## src/rtl/dbg_ctl_pkg.sv

```systemverilog
// Package dbg_ctl_pkg
// Holds the register bit positions and the type for the three debug mode
// bits, which the mode logic and the top module share.
// Assumes an 8-bit register with bits 4:1 unused.
package dbg_ctl_pkg;

    localparam int REG_W     = 8;
    localparam int POS_HALT  = 7;
    localparam int POS_BPEN  = 6;
    localparam int POS_ACKEN = 5;
    localparam int POS_RST   = 0;

    typedef struct packed {
        logic halt;
        logic bp_en;
        logic ack_en;
    } dbg_mode_t;

endpackage

```

## src/rtl/dbg_mode_ctl.sv

```systemverilog
// Module dbg_mode_ctl
// Keeps the halt, breakpoint-enable and acknowledge-enable bits. It applies
// host writes, sets halt automatically on an enabled breakpoint, blocks the
// host from releasing halt while flash protection is on, and raises a
// one-cycle acknowledge request when a breakpoint causes the halt.
// Assumes brk is a one-cycle strobe and the reset is synchronous active-low.
module dbg_mode_ctl
    import dbg_ctl_pkg::*;
(
    input  logic             clk,
    input  logic             rst_n,
    input  logic             wr,
    input  logic [REG_W-1:0] wdata,
    input  logic             brk,
    input  logic             prot,
    output dbg_mode_t        mode,
    output logic             ack_req
);

    dbg_mode_t mode_q;
    dbg_mode_t mode_d;
    logic      brk_take;
    logic      ack_q;

    // A breakpoint only acts when breakpoints are enabled
    assign brk_take = brk && mode_q.bp_en;

    // Next state of the three mode bits
    always_comb begin
        mode_d = mode_q;
        if (wr) begin
            mode_d.bp_en  = wdata[POS_BPEN];
            mode_d.ack_en = wdata[POS_ACKEN];
            if (wdata[POS_HALT])
                mode_d.halt = 1'b1;
            else if (!prot)
                mode_d.halt = 1'b0;
        end
        if (brk_take)
            mode_d.halt = 1'b1;
    end

    // Mode register with synchronous power-on reset
    always_ff @(posedge clk) begin
        if (!rst_n)
            mode_q <= '0;
        else
            mode_q <= mode_d;
    end

    // Acknowledge pulse on a breakpoint-caused halt entry
    always_ff @(posedge clk) begin
        if (!rst_n)
            ack_q <= 1'b0;
        else
            ack_q <= brk_take && !mode_q.halt && mode_q.ack_en;
    end

    assign mode    = mode_q;
    assign ack_req = ack_q;

    assert_brk_halts_R3: assert property (@(posedge clk) disable iff (!rst_n)
        (brk && mode_q.bp_en) |=> mode_q.halt);

    assert_brk_ignored_R4: assert property (@(posedge clk) disable iff (!rst_n)
        (brk && !mode_q.bp_en && !wr) |=> $stable(mode_q));

    assert_prot_holds_R5: assert property (@(posedge clk) disable iff (!rst_n)
        (prot && mode_q.halt) |=> mode_q.halt);

    assert_ack_single_R6: assert property (@(posedge clk) disable iff (!rst_n)
        ack_q |=> !ack_q);

    assert_ack_halted_R6: assert property (@(posedge clk) disable iff (!rst_n)
        ack_q |-> mode_q.halt);

endmodule

```

## src/rtl/dbg_rst_seq.sv

```systemverilog
// Module dbg_rst_seq
// Runs the self-clearing device reset. A write of 1 while idle sets the
// request bit and starts a counter that holds core_rst for RST_CYCLES
// cycles. The request bit clears one cycle after core_rst drops.
// Assumes RST_CYCLES >= 2. Writes of 0, and writes while busy, are ignored.
module dbg_rst_seq #(
    parameter int RST_CYCLES = 16
) (
    input  logic clk,
    input  logic rst_n,
    input  logic wr,
    input  logic wbit,
    output logic req_bit,
    output logic core_rst
);

    localparam int CW = $clog2(RST_CYCLES + 1);
    localparam logic [CW-1:0] LAST = CW'(RST_CYCLES - 1);

    logic          req_q;
    logic          run_q;
    logic          done_q;
    logic [CW-1:0] cnt_q;
    logic          start;

    // A new sequence starts only from idle
    assign start = wr && wbit && !req_q;

    // Request bit: set on start, cleared the cycle after the window ends
    always_ff @(posedge clk) begin
        if (!rst_n)
            req_q <= 1'b0;
        else if (start)
            req_q <= 1'b1;
        else if (done_q)
            req_q <= 1'b0;
    end

    // Window counter and core reset output
    always_ff @(posedge clk) begin
        if (!rst_n) begin
            run_q  <= 1'b0;
            cnt_q  <= '0;
            done_q <= 1'b0;
        end else begin
            done_q <= 1'b0;
            if (start) begin
                run_q <= 1'b1;
                cnt_q <= '0;
            end else if (run_q) begin
                if (cnt_q == LAST) begin
                    run_q  <= 1'b0;
                    done_q <= 1'b1;
                    cnt_q  <= '0;
                end else begin
                    cnt_q <= cnt_q + 1'b1;
                end
            end
        end
    end

    assign req_bit  = req_q;
    assign core_rst = run_q;

    assert_rst_under_req_R8: assert property (@(posedge clk) disable iff (!rst_n)
        run_q |-> req_q);

    assert_cnt_bound_R8: assert property (@(posedge clk) disable iff (!rst_n)
        cnt_q <= LAST);

    assert_req_drop_R8: assert property (@(posedge clk) disable iff (!rst_n)
        $fell(req_q) |-> !run_q && !$past(run_q));

    assert_no_restart_R9: assert property (@(posedge clk) disable iff (!rst_n)
        (run_q && cnt_q != LAST) |=> run_q);

endmodule

```

## src/rtl/dbg_ctl_reg.sv

```systemverilog
// Module dbg_ctl_reg
// Top of the debug control register. Combines the mode bits and the reset
// sequencer into an 8-bit readable register, and drives the halt,
// acknowledge and core-reset outputs. Only por_n resets this block.
// Assumes single-cycle writes and a one-cycle breakpoint strobe.
module dbg_ctl_reg
    import dbg_ctl_pkg::*;
#(
    parameter int         RST_CYCLES = 16,
    parameter logic [7:0] ACK_CHAR   = 8'hFF
) (
    input  logic       clk,
    input  logic       por_n,
    input  logic       cfg_wr,
    input  logic [7:0] cfg_wdata,
    output logic [7:0] cfg_rdata,
    input  logic       brk_seen,
    input  logic       flash_prot,
    output logic       halt_fetch,
    output logic       ack_send,
    output logic [7:0] ack_char,
    output logic       core_rst
);

    dbg_mode_t mode;
    logic      req_bit;

    dbg_mode_ctl u_mode (
        .clk     (clk),
        .rst_n   (por_n),
        .wr      (cfg_wr),
        .wdata   (cfg_wdata),
        .brk     (brk_seen),
        .prot    (flash_prot),
        .mode    (mode),
        .ack_req (ack_send)
    );

    dbg_rst_seq #(
        .RST_CYCLES (RST_CYCLES)
    ) u_rst (
        .clk      (clk),
        .rst_n    (por_n),
        .wr       (cfg_wr),
        .wbit     (cfg_wdata[POS_RST]),
        .req_bit  (req_bit),
        .core_rst (core_rst)
    );

    // Read view: unused bits are tied to 0
    always_comb begin
        cfg_rdata            = '0;
        cfg_rdata[POS_HALT]  = mode.halt;
        cfg_rdata[POS_BPEN]  = mode.bp_en;
        cfg_rdata[POS_ACKEN] = mode.ack_en;
        cfg_rdata[POS_RST]   = req_bit;
    end

    assign halt_fetch = mode.halt;
    assign ack_char   = ACK_CHAR;

    assert_reserved_zero_R7: assert property (@(posedge clk) disable iff (!por_n)
        cfg_rdata[4:1] == 4'b0000);

    assert_halt_out_R2: assert property (@(posedge clk) disable iff (!por_n)
        halt_fetch == cfg_rdata[POS_HALT]);

endmodule

```

## config.mk

```make
export PLATFORM = sky130hd
export DESIGN_NAME = dbg_ctl_reg
export DESIGN_NICKNAME = d
export VERILOG_FILES = /design/src/rtl/dbg_ctl_pkg.sv /design/src/rtl/dbg_mode_ctl.sv /design/src/rtl/dbg_rst_seq.sv /design/src/rtl/dbg_ctl_reg.sv
export SDC_FILE = /design/constraint.sdc
export NUM_CORES = 1
export LEC_CHECK = 0
export BUFFER_PORTS_ARGS = -buffer_cell sky130_fd_sc_hd__buf_2
export CAP_MARGIN = 20
export CORE_AREA = 5 5 42 44
export DETAILED_ROUTE_END_ITERATION = 8
export DIE_AREA = 0 0 47 49
export GPL_TIMING_DRIVEN = 0
export PLACE_DENSITY = 0.79
export SETUP_SLACK_MARGIN = 0.15
export SYNTH_ARGS = -nofsm -noshare
export SYNTH_HDL_FRONTEND = slang
export SYNTH_HIERARCHICAL = 1
export SYNTH_SLANG_ARGS = --single-unit
```

## constraint.sdc

```tcl
create_clock -name clk -period 1.7 [get_ports clk]
set_input_delay 0.17 -clock clk [delete_from_list [all_inputs] [get_ports clk]]
set_output_delay 0.17 -clock clk [all_outputs]
set_load 0.02 [all_outputs]
```

After elaboration in Yosys (flattened, before gate mapping)

Cells that the tools add are included.

Register bits: 12
Input port bits: 13
Output and inout bits: 19

$add $sub $neg: 1
Equal/unequal tests: 2
Multiplexer cells: 11
Bitwise logic cells: 2
Reductions and logical operators: 12

Operator list:

| cell                | count |
|---|---|
| $mux 1              | 9 |
| $add 5x1->5 const B | 1 |
| $eq 5x4->1 const B  | 1 |
| $logic_and 1x1->1   | 5 |
| $mux 5              | 1 |
| $reduce_bool 2->1   | 2 |
| $mux 3              | 1 |
| $ne 3x2->1 const B  | 1 |
| $reduce_or 3->1     | 1 |
| $logic_not 1->1     | 2 |
| $not 1->1           | 2 |
| $reduce_and 2->1    | 1 |
| $reduce_or 2->1     | 1 |

Longest topological paths before layout

Gate-level depths: netlist of the first run.

Depth in word-level cells: 4
Depth in mapped cells: 4
Gate-level depth less buffers: 4

Hierarchy

Netlist of the first run, hierarchy kept.

By module, submodules not included:

| module       | instances | cells an instance | area each (µm²) |
|---|---|---|---|
| dbg_rst_seq  | 1         | 35                | 327.8 |
| dbg_mode_ctl | 1         | 16                | 142.6 |
| dbg_ctl_reg  | 1         | 16                | 112.6 |

Worst setup path before layout of the first run

OpenSTA, ideal clock, no wires.

Kind: reg2reg
From: register u_rst.run_q, in the netlist u_rst/core_rst
To: register u_rst.cnt_q[3]
Arrival: 1.074 ns
Setup slack: 0.551 ns
Stages on the path, launching flop included: 4
Clock period less this slack: 1.149 ns
Path through: dfxtp_1 > buf_4 > or3b_1 > a31oi_1

RTL lines:

| element                  | RTL line          | text |
|---|---|---|
| start: declaration       | dbg_rst_seq.sv:21 | `logic run_q;` |
| start signal: assignment | dbg_rst_seq.sv:42 | `run_q <= 1'b0;` |
| start signal: assignment | dbg_rst_seq.sv:48 | `run_q <= 1'b1;` |
| start signal: assignment | dbg_rst_seq.sv:52 | `run_q <= 1'b0;` |
| end signal: assignment   | dbg_rst_seq.sv:56 | `cnt_q <= cnt_q + 1'b1;` |
| end: declaration         | dbg_rst_seq.sv:23 | `logic [CW-1:0] cnt_q;` |

Final worst setup path of the first run

From: register u_rst.cnt_q[0]
To: register u_rst.cnt_q[3]

Cells in the longest elaborated chain, start to end: 2

RTL lines:

| element                                   | RTL line                             | text |
|---|---|---|
| $add 5x1->5 or $eq 5x4->1 (tied branches) | dbg_rst_seq.sv:56, dbg_rst_seq.sv:51 |  |
| $mux 5 (*)                                | dbg_rst_seq.sv:51                    | `if (cnt_q == LAST) begin` |

Every way passes the cells marked *; elsewhere a longest branch is shown, timed or not.
A chain may end at the register's enable or synchronous reset.

==> flow_results.xml, run 1 <==
<?xml version="1.0" encoding="UTF-8"?>
<metrics>
  <group name="floorplanning">
    <metric name="floorplan.initialDensity" unit="%">41.6</metric>
    <metric name="die_w" unit="um">47</metric>
    <metric name="boundaryPins" unit="">32</metric>
    <metric name="rows" unit="">14</metric>
    <metric name="floorplan.die.height" unit="um">49</metric>
    <metric name="core_area" unit="mm^2">0.00140</metric>
    <metric name="floorplan.die_area" unit="mm^2">0.00230</metric>
  </group>
  <group name="routing">
    <metric name="drt_iter0_markers" unit="">17</metric>
    <metric name="antenna_left" unit="">0</metric>
    <metric name="drtPass1Iterations" unit="">4</metric>
    <metric name="drt_drc_violations_left" unit="">0</metric>
    <metric name="vias_per_cell" unit="">4.20</metric>
    <metric name="routedWlPerCell" unit="um">8.93</metric>
    <metric name="totalWireLength" unit="um">1000</metric>
    <metric name="via_count" unit="">470</metric>
  </group>
  <group name="synthesis">
    <metric name="netlist_area" unit="um^2">583</metric>
    <metric name="ys.warnings.count" unit="">6</metric>
    <metric name="synth_sequential_area_ratio" unit="%">41.2</metric>
    <metric name="postSynthRegisterBits" unit="">12</metric>
    <metric name="avgSynthCellArea" unit="um^2">8.70</metric>
    <metric name="yosys.cell_types.count" unit="">20</metric>
    <metric name="synthesis.instances" unit="">67</metric>
  </group>
  <group name="pwr">
    <metric name="leak_pwr" unit="uW">0.000370</metric>
    <metric name="irDropWorstVdd" unit="V">0.000296</metric>
    <metric name="fin_total_pwr" unit="uW">637</metric>
    <metric name="power-per-cell-area" unit="mW/mm^2">847</metric>
  </group>
  <group name="grt">
    <metric name="grt_antenna_before_repair" unit="">0</metric>
    <metric name="grt_pass1_vias" unit="">401</metric>
    <metric name="grt_max_degree" unit="">11</metric>
    <metric name="grt_overflow_total" unit="">0</metric>
    <metric name="track_usage" unit="%">8.97</metric>
    <metric name="global_route_wire_length_before_repair" unit="um">1570</metric>
  </group>
  <group name="placement">
    <metric name="detailedPlacementHpwl" unit="um">795</metric>
    <metric name="place.port_buffers" unit="">15</metric>
    <metric name="place_area" unit="um^2">716</metric>
    <metric name="finalWeightedCongestion" unit="">0.742</metric>
  </group>
  <group name="final_layout">
    <metric name="area_growth_syn_to_layout" unit="%">29.0</metric>
    <metric name="final_core_utilization" unit="%">53.7</metric>
    <metric name="layout.cell_area.non_filler" unit="um^2">752</metric>
    <metric name="finish.net_count" unit="">111</metric>
    <metric name="final_layout_size_suffix_gt1_share" unit="%">35.4</metric>
    <metric name="n_antenna_cell" unit="">0</metric>
  </group>
  <group name="setup_path">
    <metric name="critPathRequiredTime" unit="ps">1860</metric>
    <metric name="cpMaxStageDelayCell" unit="">dfxtp_1</metric>
    <metric name="worstReg2RegEnd" unit="">u_rst/cnt_q[3]</metric>
    <metric name="timing.reg2reg.worst_path_depth" unit="">4</metric>
    <metric name="critPathMaxStageDelay" unit="ps">370</metric>
    <metric name="path_cells" unit="">ha_1, nand4b_1, nand4_1, a31oi_1</metric>
    <metric name="worstSetupPathType" unit="">register to register</metric>
    <metric name="rr_startpoint" unit="">u_rst/cnt_q[0]</metric>
    <metric name="cp_data_arrival_time" unit="ps">1260</metric>
    <metric name="critPathCaptureType" unit="">register</metric>
    <metric name="critPathMaxFanout" unit="">4</metric>
    <metric name="reg2reg_slack" unit="ps">600</metric>
    <metric name="worstSetupStartpointType" unit="">register</metric>
  </group>
  <group name="min_path">
    <metric name="worst_hold_path.endpoint" unit="">u_mode/mode[1]</metric>
    <metric name="min_path_cells" unit="">3</metric>
    <metric name="holdCritStartpoint" unit="">cfg_wdata[6]</metric>
    <metric name="min_path_type" unit="">input port to register</metric>
  </group>
  <group name="sta">
    <metric name="min_period" unit="ps">1100</metric>
    <metric name="totalNegativeSetupSlack" unit="ps">0</metric>
    <metric name="worst_clock_skew" unit="ps">3.18</metric>
    <metric name="grt_setup_unrepaired" unit="">no</metric>
    <metric name="hold_viol_final" unit="">0</metric>
    <metric name="slew_viol_final" unit="">0</metric>
    <metric name="share_of_the_cycle_needed_by_the_critical_path_after_routing" unit="%">64.8</metric>
    <metric name="setup_viol" unit="">0</metric>
    <metric name="timing.fmax" unit="MHz">908</metric>
  </group>
  <group name="clock_tree">
    <metric name="cts_tree" unit="">built</metric>
    <metric name="ctsHtreeMaxLevel" unit="">1</metric>
    <metric name="clkSlewWorstSetupHoldPaths" unit="ps">80</metric>
    <metric name="cts-root-to-sink-buffers" unit="">2</metric>
    <metric name="clkLatencyLatePin" unit="ps">270</metric>
    <metric name="cts_setup_buffers" unit="">0</metric>
    <metric name="cts_hold_repair.buffers" unit="">0</metric>
    <metric name="tritoncts_num_sinks" unit="">12</metric>
    <metric name="ctsRootBufferMaster" unit="">clkbuf_4</metric>
    <metric name="tritoncts.num_buffers" unit="">3</metric>
    <metric name="post_cts_resized" unit="">0</metric>
  </group>
  <group name="job">
    <metric name="max_cap_violations" unit="">0</metric>
  </group>
  <group name="status">
    <metric name="outcome" unit="">complete, no violations</metric>
  </group>
</metrics>
-- how the worst max path moves through the flow --
stage	start	to	slack [ps]	cells past startpoint
final	u_rst/cnt_q[0]	u_rst/cnt_q[3]	600	4
after global routing	u_rst/cnt_q[0]	u_rst/core_rst	510	4
after CTS	u_rst/cnt_q[0]	u_rst/cnt_q[3]	600	4
after detailed placement	u_rst/cnt_q[0]	u_rst/cnt_q[3]	630	4
after global placement	u_rst/cnt_q[0]	u_rst/cnt_q[3]	620	4
after floorplan	u_rst/core_rst	u_rst/cnt_q[3]	550	3
-- final cells by class --
class | instances | area, um^2
plain buffers | 15 | 113
clock buffers | 4 | 36.3
fillers | 144 | 649
inverters | 2 | 7.51
multi-input cells | 48 | 260
flip-flops and latches | 12 | 240
well taps | 16 | 20.0
repair buffers | 15 | 75.1
-- critical path, delay by kind of cell, from the launching register on --
| family | cells | cell delay [ps] |
|---|---|---|
| flip-flops | 1 | 370 |
| adder cells (fa/ha/maj) | 1 | 220 |
| AO/OA/AOI/OAI | 1 | 70 |
| AND/OR/NAND/NOR | 2 | 340 |
-- Yosys cell counts --
library cell,number,area [um^2]
nand2_1,7,26.3
mux2i_1,2,20.0
or3b_1,1,8.76
dfxtp_1,12,240
a31oi_1,2,12.5
nor3_1,2,10.0
nand4_1,2,12.5
buf_4,15,113
ha_1,1,12.5
nor2_1,4,15.0
o21ai_1,1,5.00
nand3b_1,2,15.0
nand4b_1,1,8.76
conb_1,2,7.51
inv_1,2,7.51
a21boi_0,2,15.0
nand3_1,2,10.0
xor2_1,1,8.76
nand2b_1,4,25.0
a21oi_1,2,10.0
-- registers in the layout, summed over array words and instances, names as in the netlist --
signal and cells:
u_mode/mode 3, u_rst/done_q 1, u_mode/ack_req 1, u_rst/core_rst 1
u_rst/req_bit 1, u_rst/cnt_q 5
-- through the flow --
stage          setup slack [ps]  instances  hold WS [ps]
2_1_floorplan               551         77           297
3_3_place_gp                621        108           407
3_5_place_dp                626        108           424
4_1_cts                     599        112           143
5_1_grt                     507        112           139
6_report                    599        112           141
-- metal layers --
| layer | track usage (%) | wire, um | vias to the layer above |
|---|---|---|---|
| li1 | - | - | 255 |
| met1 | 11.3 | 424 | 200 |
| met2 | 13.8 | 513 | 13 |
| met3 | 1.11 | 52 | 2 |
| met4 | 5.53 | 9 | 0 |
| met5 | 0 | 0 | - |
-- cell families (layout without fill, tap and decap cells) --
| family | count (synthesis) | in the layout | share of synthesized area, % |
|---|---|---|---|
| other cells | 2 | 12 | 1.29 |
| buf+inv | 17 | 36 | 20.6 |
| simple gates | 25 | 25 | 22.5 |
| flops | 12 | 12 | 41.2 |
| compound gates | 7 | 7 | 7.29 |
| mux | 2 | 2 | 3.43 |
| xor+xnor | 1 | 1 | 1.50 |
| fa+ha+maj | 1 | 1 | 2.15 |
-- report_power, final --
group | internal [uW] | leakage (uW) | switching (uW) | total (uW)
sequential | 291 | 0.0000978 | 6.86 | 298
clock | 130 | 0.0000210 | 95.4 | 225
combinational | 49.7 | 0.000252 | 64.0 | 114
-- cells in the final DEF (no fill, tap or decap), drive strengths merged, types with 2 or more instances in the layout --
master  synthesis  final
nor3            2      2
buf            15     30
nand2           7      7
clkbuf          0      4
nor2            4      4
dfxtp          12     12
conb            2     12
mux2i           2      2
nand2b          4      4
nand3b          2      2
nand4           2      2
a21oi           2      2
nand3           2      2
a31oi           2      2
inv             2      2
a21boi          2      2
Power figures use the tool's default switching activity.
==> run 2: changes to the inputs <==
ABC_AREA = 1   (was unset)
CORE_AREA = unset   (was 5 5 42 44)
CORE_MARGIN = 5   (was unset)
CORE_UTILIZATION = 42   (was unset)
DIE_AREA = unset   (was 0 0 47 49)
PLACE_DENSITY = 0.75   (was 0.79)
clock period = 1.12 ns   (was 1.7 ns; I/O delays follow)
==> flow_results.xml, run 2 <==
<?xml version="1.0" encoding="UTF-8"?>
<metrics>
  <group name="synthesis">
    <metric name="yosys_most_used_dff" unit="">dfxtp_1</metric>
    <metric name="synth_sequential_area_ratio" unit="%">38.9</metric>
    <metric name="synth_top_area_share" unit="%">38.9</metric>
    <metric name="largest_cells_by_area_after_synthesis" unit="">dfxtp_1, buf_4, nand2_1</metric>
    <metric name="avgSynthCellArea" unit="um^2">7.62</metric>
    <metric name="postSynthRegisterBits" unit="">12</metric>
    <metric name="synth.most_common_cell" unit="">nand2_1</metric>
    <metric name="synthesis.instances" unit="">81</metric>
    <metric name="async_flop_share" unit="%">0</metric>
    <metric name="yosys-top-cells-count" unit="">nand2_1, buf_4, dfxtp_1</metric>
    <metric name="synth-edff-count" unit="">0</metric>
    <metric name="netlist_area" unit="um^2">617</metric>
    <metric name="synth_largest_area_cell" unit="">dfxtp_1</metric>
    <metric name="yosys.cell_types.count" unit="">20</metric>
    <metric name="ys.warnings.count" unit="">6</metric>
  </group>
  <group name="placement">
    <metric name="place_inst" unit="">121</metric>
    <metric name="place.port_buffers" unit="">15</metric>
    <metric name="finalWeightedCongestion" unit="">0.745</metric>
    <metric name="detailedPlacementHpwl" unit="um">881</metric>
    <metric name="place_area" unit="um^2">749</metric>
  </group>
  <group name="floorplanning">
    <metric name="floorplan.die.height" unit="um">48.3</metric>
    <metric name="floorplan.die_area" unit="mm^2">0.00234</metric>
    <metric name="floorplan.initialDensity" unit="%">45.7</metric>
    <metric name="die_w" unit="um">48.3</metric>
    <metric name="core_area" unit="mm^2">0.00135</metric>
    <metric name="rows" unit="">13</metric>
    <metric name="boundaryPins" unit="">32</metric>
  </group>
  <group name="pwr">
    <metric name="irDropWorstVdd" unit="V">0.000640</metric>
    <metric name="leak_pwr" unit="uW">0.000431</metric>
    <metric name="power.net_switching" unit="uW">269</metric>
    <metric name="intPower" unit="uW">733</metric>
    <metric name="swShare" unit="%">26.9</metric>
    <metric name="power-per-cell-area" unit="mW/mm^2">1160</metric>
    <metric name="comb_power_share" unit="%">20.5</metric>
    <metric name="sequentialPowerShare" unit="%">45.9</metric>
    <metric name="clock_power_share" unit="%">33.6</metric>
  </group>
  <group name="setup_path">
    <metric name="timing.reg2reg.worst_path_depth" unit="">6</metric>
    <metric name="worstSetupPathType" unit="">register to register</metric>
    <metric name="cp_data_arrival_time" unit="ps">1190</metric>
    <metric name="worstReg2RegEnd" unit="">u_rst/cnt_q[3]</metric>
    <metric name="reg2reg_slack" unit="ps">130</metric>
    <metric name="critPathMaxFanout" unit="">4</metric>
    <metric name="critPathRequiredTime" unit="ps">1330</metric>
    <metric name="worstSetupStartpointType" unit="">register</metric>
    <metric name="critPathCaptureType" unit="">register</metric>
    <metric name="worst_setup_sp" unit="">u_rst/cnt_q[0]</metric>
    <metric name="rr_startpoint" unit="">u_rst/cnt_q[0]</metric>
  </group>
  <group name="clock_tree">
    <metric name="tritoncts_num_sinks" unit="">12</metric>
    <metric name="ctsHtreeMaxLevel" unit="">1</metric>
    <metric name="ctsRootBufferMaster" unit="">clkbuf_4</metric>
    <metric name="clkSlewWorstSetupHoldPaths" unit="ps">80</metric>
    <metric name="cts_tree" unit="">built</metric>
    <metric name="cts-root-to-sink-buffers" unit="">2</metric>
    <metric name="clkLatencyLatePin" unit="ps">270</metric>
    <metric name="tritoncts.num_buffers" unit="">3</metric>
  </group>
  <group name="final_layout">
    <metric name="area_growth_syn_to_layout" unit="%">40.6</metric>
    <metric name="largest_register_ffs" unit="">5</metric>
    <metric name="mostFrequentLayoutCell" unit="">buf_4</metric>
    <metric name="layout.cell_area.non_filler" unit="um^2">867</metric>
    <metric name="final_cell_mix" unit="">buf_4, nand2_1, buf_2</metric>
    <metric name="final_layout_size_suffix_gt1_share" unit="%">46.9</metric>
    <metric name="finish.net_count" unit="">128</metric>
    <metric name="n_antenna_cell" unit="">0</metric>
    <metric name="finalNonFillerCells" unit="">128</metric>
    <metric name="largest_register" unit="">u_rst/cnt_q</metric>
    <metric name="fill_cells" unit="">128</metric>
  </group>
  <group name="grt">
    <metric name="global_route_wire_length_before_repair" unit="um">2140</metric>
    <metric name="track_usage" unit="%">11.2</metric>
    <metric name="grt_pass1_vias" unit="">501</metric>
    <metric name="grt_overflow_total" unit="">0</metric>
    <metric name="grt_max_degree" unit="">8</metric>
    <metric name="grt_antenna_before_repair" unit="">0</metric>
  </group>
  <group name="routing">
    <metric name="vias_per_cell" unit="">4.16</metric>
    <metric name="antenna_left" unit="">0</metric>
    <metric name="routedWlPerCell" unit="um">9.31</metric>
    <metric name="totalWireLength" unit="um">1190</metric>
    <metric name="drt_iter0_markers" unit="">7</metric>
    <metric name="drtPass1Iterations" unit="">4</metric>
    <metric name="via_count" unit="">532</metric>
    <metric name="drt_drc_violations_left" unit="">0</metric>
  </group>
  <group name="sta">
    <metric name="min_period" unit="ps">989</metric>
    <metric name="grt_setup_unrepaired" unit="">yes</metric>
    <metric name="timing.fmax" unit="MHz">1010</metric>
    <metric name="totalNegativeSetupSlack" unit="ps">0</metric>
    <metric name="hold_viol_final" unit="">0</metric>
    <metric name="slew_viol_final" unit="">0</metric>
    <metric name="worst_clock_skew" unit="ps">4.92</metric>
    <metric name="setup_viol" unit="">0</metric>
    <metric name="share_of_the_cycle_needed_by_the_critical_path_after_routing" unit="%">88.3</metric>
  </group>
  <group name="min_path">
    <metric name="min_path_cells" unit="">3</metric>
    <metric name="min_path_type" unit="">input port to register</metric>
    <metric name="worst_hold_path.endpoint" unit="">u_mode/mode[0]</metric>
    <metric name="holdCritStartpoint" unit="">cfg_wdata[5]</metric>
  </group>
  <group name="status">
    <metric name="outcome" unit="">complete, no violations</metric>
  </group>
  <group name="job">
    <metric name="max_cap_violations" unit="">0</metric>
  </group>
</metrics>
==> run 2: how the worst max path moves through the flow <==
| stage | to | slack, ps | cells after the start |
|---|---|---|---|
| 2_1_floorplan | u_rst/cnt_q[0] | 150 | 6 |
| 3_3_place_gp | u_rst/core_rst | 80 | 6 |
| 3_5_place_dp | u_rst/done_q | 60 | 4 |
| 4_1_cts | u_rst/cnt_q[1] | 110 | 6 |
| 5_1_grt | u_rst/cnt_q[1] | 60 | 6 |
| 6_report | u_rst/cnt_q[3] | 130 | 6 |
==> run 2: critical path: stages, from the launching register on <==
cell and delay, ps:
dfxtp_2 340, ha_4 170, nand2_4 80, nor2_4 40, nor2_4 110, nand2_1 80
a21oi_2 110
==> run 2: kinds of logic (layout without fill, tap and decap cells) <==
logic type,Yosys count,in the layout,synth area share (%)
other,2,12,1.22
adder cells (fa/ha/maj),1,1,2.03
AND/OR/NAND/NOR,33,33,26.4
flip-flops,12,12,38.9
buffers and inverters,24,46,23.1
AO/OA/AOI/OAI,9,9,8.32
==> run 2: final cells by class <==
type / count / area (um^2) / share of cell area, %
plain buffers: 14 / 113 / 13.0
repair buffers: 18 / 110 / 12.7
well taps: 15 / 18.8 / 2.16
clock buffers: 4 / 36.3 / 4.18
flip-flops and latches: 12 / 245 / 28.3
multi-input cells: 55 / 307 / 35.4
inverters: 10 / 37.5 / 4.33
==> run 2: per-layer routing <==
| metal | part of all wire (%) | GRT usage, % |
|---|---|---|
| met5 | 0 | 0 |
| met4 | 1.9 | 7.37 |
| met3 | 9.5 | 5.81 |
| met2 | 46 | 16.3 |
| met1 | 42 | 12.6 |
==> run 2: repair_timing <==
action | 4_1_cts | 5_1_grt
hold buffers | 0 | 0
pin swaps | 5 | 6
setup buffers | 2 | 1
setup endpoints to repair | 9 | 10
resized for setup | 15 | 2
hold endpoints to repair | 0 | 0
==> run 2: per-stage QoR <==
| step | power [uW] | utilization [%] | setup WS, ps | hold WS [ps] |
|---|---|---|---|---|
| final | 1000 | 64.2 | 131 | 63.5 |
| after detailed placement | 651 | 55.5 | 57.9 | 348 |
| after global placement | 648 | 55.5 | 82.1 | 341 |
| after floorplan | 606 | - | 150 | 234 |
| after global routing | 1070 | 64.2 | 64.2 | 78.7 |
| after CTS | 1010 | 63.1 | 106 | 60.7 |
==> run 2: power groups by stage <==
stage	Clock (uW)	Sequential, uW	Combinational (uW)
after floorplan	0	479	127
after global placement	0	467	181
after detailed placement	0	468	183
after CTS	351	459	201
after global routing	377	463	228
final	337	460	206
==> run 3: changes to the inputs <==
BUFFER_PORTS_ARGS = -buffer_cell sky130_fd_sc_hd__buf_4   (was -buffer_cell sky130_fd_sc_hd__buf_2)
CORE_UTILIZATION = 38   (was 42)
PLACE_DENSITY = 0.72   (was 0.75)
TNS_END_PERCENT = 100   (was unset)
clock period = 0.8 ns   (was 1.12 ns; I/O delays follow)
==> flow_results.xml, run 3 (synthesis gave the netlist of run 2 again) <==
<?xml version="1.0" encoding="UTF-8"?>
<metrics>
  <group name="grt">
    <metric name="globalRoute.busiestLayer" unit="">met2</metric>
    <metric name="met3_resource_use_gr" unit="%">7.10</metric>
    <metric name="grt_overflow_total" unit="">0</metric>
    <metric name="track_usage" unit="%">12.3</metric>
    <metric name="grt_max_degree" unit="">8</metric>
    <metric name="grt_pass1_vias" unit="">582</metric>
    <metric name="global_route.usage.met2" unit="%">23.6</metric>
    <metric name="global_route_wire_length_before_repair" unit="um">2450</metric>
    <metric name="grt_antenna_before_repair" unit="">0</metric>
    <metric name="gr_util_met1" unit="%">11.5</metric>
  </group>
  <group name="sta">
    <metric name="slew_viol_final" unit="">0</metric>
    <metric name="share_of_the_cycle_needed_by_the_critical_path_after_routing" unit="%">130</metric>
    <metric name="min_period" unit="ps">1040</metric>
    <metric name="fin_worst_hold_slack" unit="ps">40.8</metric>
    <metric name="finalWorstSetupSlack" unit="ps">-243</metric>
    <metric name="setup_viol" unit="">13</metric>
    <metric name="hold_viol_final" unit="">0</metric>
    <metric name="worst_clock_skew" unit="ps">3.56</metric>
    <metric name="timing.fmax" unit="MHz">959</metric>
    <metric name="grt_setup_unrepaired" unit="">yes</metric>
  </group>
  <group name="setup_path">
    <metric name="worstReg2RegEnd" unit="">u_rst/done_q</metric>
    <metric name="path_cells" unit="">ha_4, nand2_4, buf_12, nor2_4, nor3b_2</metric>
    <metric name="critPathCaptureType" unit="">register</metric>
    <metric name="critPathMaxFanout" unit="">3</metric>
    <metric name="timing.reg2reg.worst_path_depth" unit="">5</metric>
    <metric name="worstSetupStartpointType" unit="">register</metric>
    <metric name="worstSetupPathType" unit="">register to register</metric>
    <metric name="cp_data_arrival_time" unit="ps">1240</metric>
    <metric name="reg2reg_slack" unit="ps">-240</metric>
    <metric name="critPathRequiredTime" unit="ps">1000</metric>
    <metric name="cpMaxStageDelayCell" unit="">dfxtp_4</metric>
    <metric name="rr_startpoint" unit="">u_rst/cnt_q[0]</metric>
    <metric name="critPathMaxStageDelay" unit="ps">360</metric>
  </group>
  <group name="placement">
    <metric name="detailedPlacementHpwl" unit="um">1010</metric>
    <metric name="place_area" unit="um^2">833</metric>
    <metric name="finalWeightedCongestion" unit="">0.726</metric>
    <metric name="place_inst" unit="">122</metric>
    <metric name="place.port_buffers" unit="">15</metric>
    <metric name="preCtsSetupSlack" unit="ps">-242</metric>
  </group>
  <group name="pwr">
    <metric name="irDropWorstVdd" unit="V">0.00139</metric>
    <metric name="leak_pwr" unit="uW">0.000486</metric>
    <metric name="power-per-cell-area" unit="mW/mm^2">1450</metric>
  </group>
  <group name="min_path">
    <metric name="worst_hold_path.endpoint" unit="">u_mode/mode[0]</metric>
    <metric name="holdCritStartpoint" unit="">cfg_wdata[5]</metric>
    <metric name="min_path_type" unit="">input port to register</metric>
    <metric name="min_path_cells" unit="">3</metric>
  </group>
  <group name="routing">
    <metric name="vias_per_cell" unit="">4.36</metric>
    <metric name="antenna_left" unit="">0</metric>
    <metric name="drtPass1Iterations" unit="">1</metric>
    <metric name="drt_drc_violations_left" unit="">0</metric>
    <metric name="totalWireLength" unit="um">1430</metric>
    <metric name="routedWlPerCell" unit="um">10.8</metric>
    <metric name="via_count" unit="">575</metric>
    <metric name="drt_iter0_markers" unit="">0</metric>
  </group>
  <group name="floorplanning">
    <metric name="floorplan.die.height" unit="um">50.3</metric>
    <metric name="core_area" unit="mm^2">0.00152</metric>
    <metric name="die_w" unit="um">50.3</metric>
    <metric name="rows" unit="">14</metric>
    <metric name="boundaryPins" unit="">32</metric>
    <metric name="floorplan.die_area" unit="mm^2">0.00253</metric>
    <metric name="floorplan.initialDensity" unit="%">40.5</metric>
  </group>
  <group name="clock_tree">
    <metric name="cts_tree" unit="">built</metric>
    <metric name="tritoncts_num_sinks" unit="">12</metric>
    <metric name="clkSlewWorstSetupHoldPaths" unit="ps">70</metric>
    <metric name="tritoncts.num_buffers" unit="">3</metric>
    <metric name="ctsHtreeMaxLevel" unit="">1</metric>
    <metric name="clkLatencyLatePin" unit="ps">270</metric>
    <metric name="cts_hold_repair.buffers" unit="">0</metric>
    <metric name="cts-root-to-sink-buffers" unit="">2</metric>
    <metric name="ctsRootBufferMaster" unit="">clkbuf_4</metric>
  </group>
  <group name="final_layout">
    <metric name="area_growth_syn_to_layout" unit="%">64.9</metric>
    <metric name="finish.net_count" unit="">131</metric>
    <metric name="mostFrequentLayoutCell" unit="">buf_4</metric>
    <metric name="largest_register_ffs" unit="">5</metric>
    <metric name="final_cell_mix" unit="">buf_4, conb_1, nand2_1</metric>
    <metric name="finalNonFillerCells" unit="">132</metric>
    <metric name="layout.cell_area.non_filler" unit="mm^2">0.00102</metric>
    <metric name="final_layout_size_suffix_gt1_share" unit="%">58.6</metric>
    <metric name="n_antenna_cell" unit="">0</metric>
    <metric name="largest_register" unit="">u_rst/cnt_q</metric>
  </group>
  <group name="status">
    <metric name="failed_checks" unit="">setup timing</metric>
    <metric name="outcome" unit="">finished, violations left</metric>
  </group>
  <group name="job">
    <metric name="max_cap_violations" unit="">0</metric>
  </group>
</metrics>
-- run 3: cell count changes in the layout (fill, tap and decap cells not counted), sizes merged --
| cell | change |
|---|---|
| buf | +3 |
-- run 3: per-layer routing --
layer	up-vias	routed length, um
met5	-	0
li1	295	-
met2	22	791
met3	0	177
met4	0	0
met1	258	459
-- run 3: worst max-delay path by stage --
| stage | startpoint | end | slack (ps) |
|---|---|---|---|
| 4_1_cts | u_rst/cnt_q[0] | u_rst/cnt_q[3] | -220 |
| 3_5_place_dp | u_rst/cnt_q[0] | u_rst/done_q | -240 |
| 5_1_grt | u_rst/cnt_q[1] | u_rst/cnt_q[3] | -280 |
| 6_report | u_rst/cnt_q[0] | u_rst/done_q | -240 |
| 2_1_floorplan | u_rst/cnt_q[1] | u_rst/cnt_q[0] | -110 |
| 3_3_place_gp | u_rst/cnt_q[0] | u_rst/done_q | -190 |
-- run 3: area by class of cell --
class,count,area [um^2]
clock buffers,4,36.3
plain buffers,14,113
well taps,16,20.0
repair buffers,21,200
flip-flops and latches,12,260
inverters,10,37.5
multi-input cells,55,350
fillers,141,507
-- run 3: what timing repair did --
action                                  4_1_cts  5_1_grt
endpoints found under the hold margin         0        0
cloned                                        0        0
resized for setup                            23        5
buffers inserted                              5        1
endpoints found under the setup margin       17       19
pin swaps                                     7        6
-- run 3: stage by stage --
step	setup TNS (ps)	power, uW	util [%]
2_1_floorplan	-648	859	-
3_3_place_gp	-1110	946	54.7
3_5_place_dp	-1330	953	54.7
4_1_cts	-1550	1490	64.6
5_1_grt	-2300	1570	66.7
6_report	-1710	1470	66.7
-- run 3: worst max-delay path: cells and delay by family, from the launching register on --
family,cells,cell delay (ps)
adder cells (fa/ha/maj),1,140
buffers and inverters,1,130
AND/OR/NAND/NOR,3,340
flip-flops,1,360
-- run 3: power breakdown --
| part | internal, uW | switching, uW | total, uW | leakage, uW |
|---|---|---|---|---|
| sequential | 618 | 23.7 | 641 | 0.000102 |
| combinational | 178 | 185 | 363 | 0.000363 |
| clock | 276 | 194 | 471 | 0.0000210 |
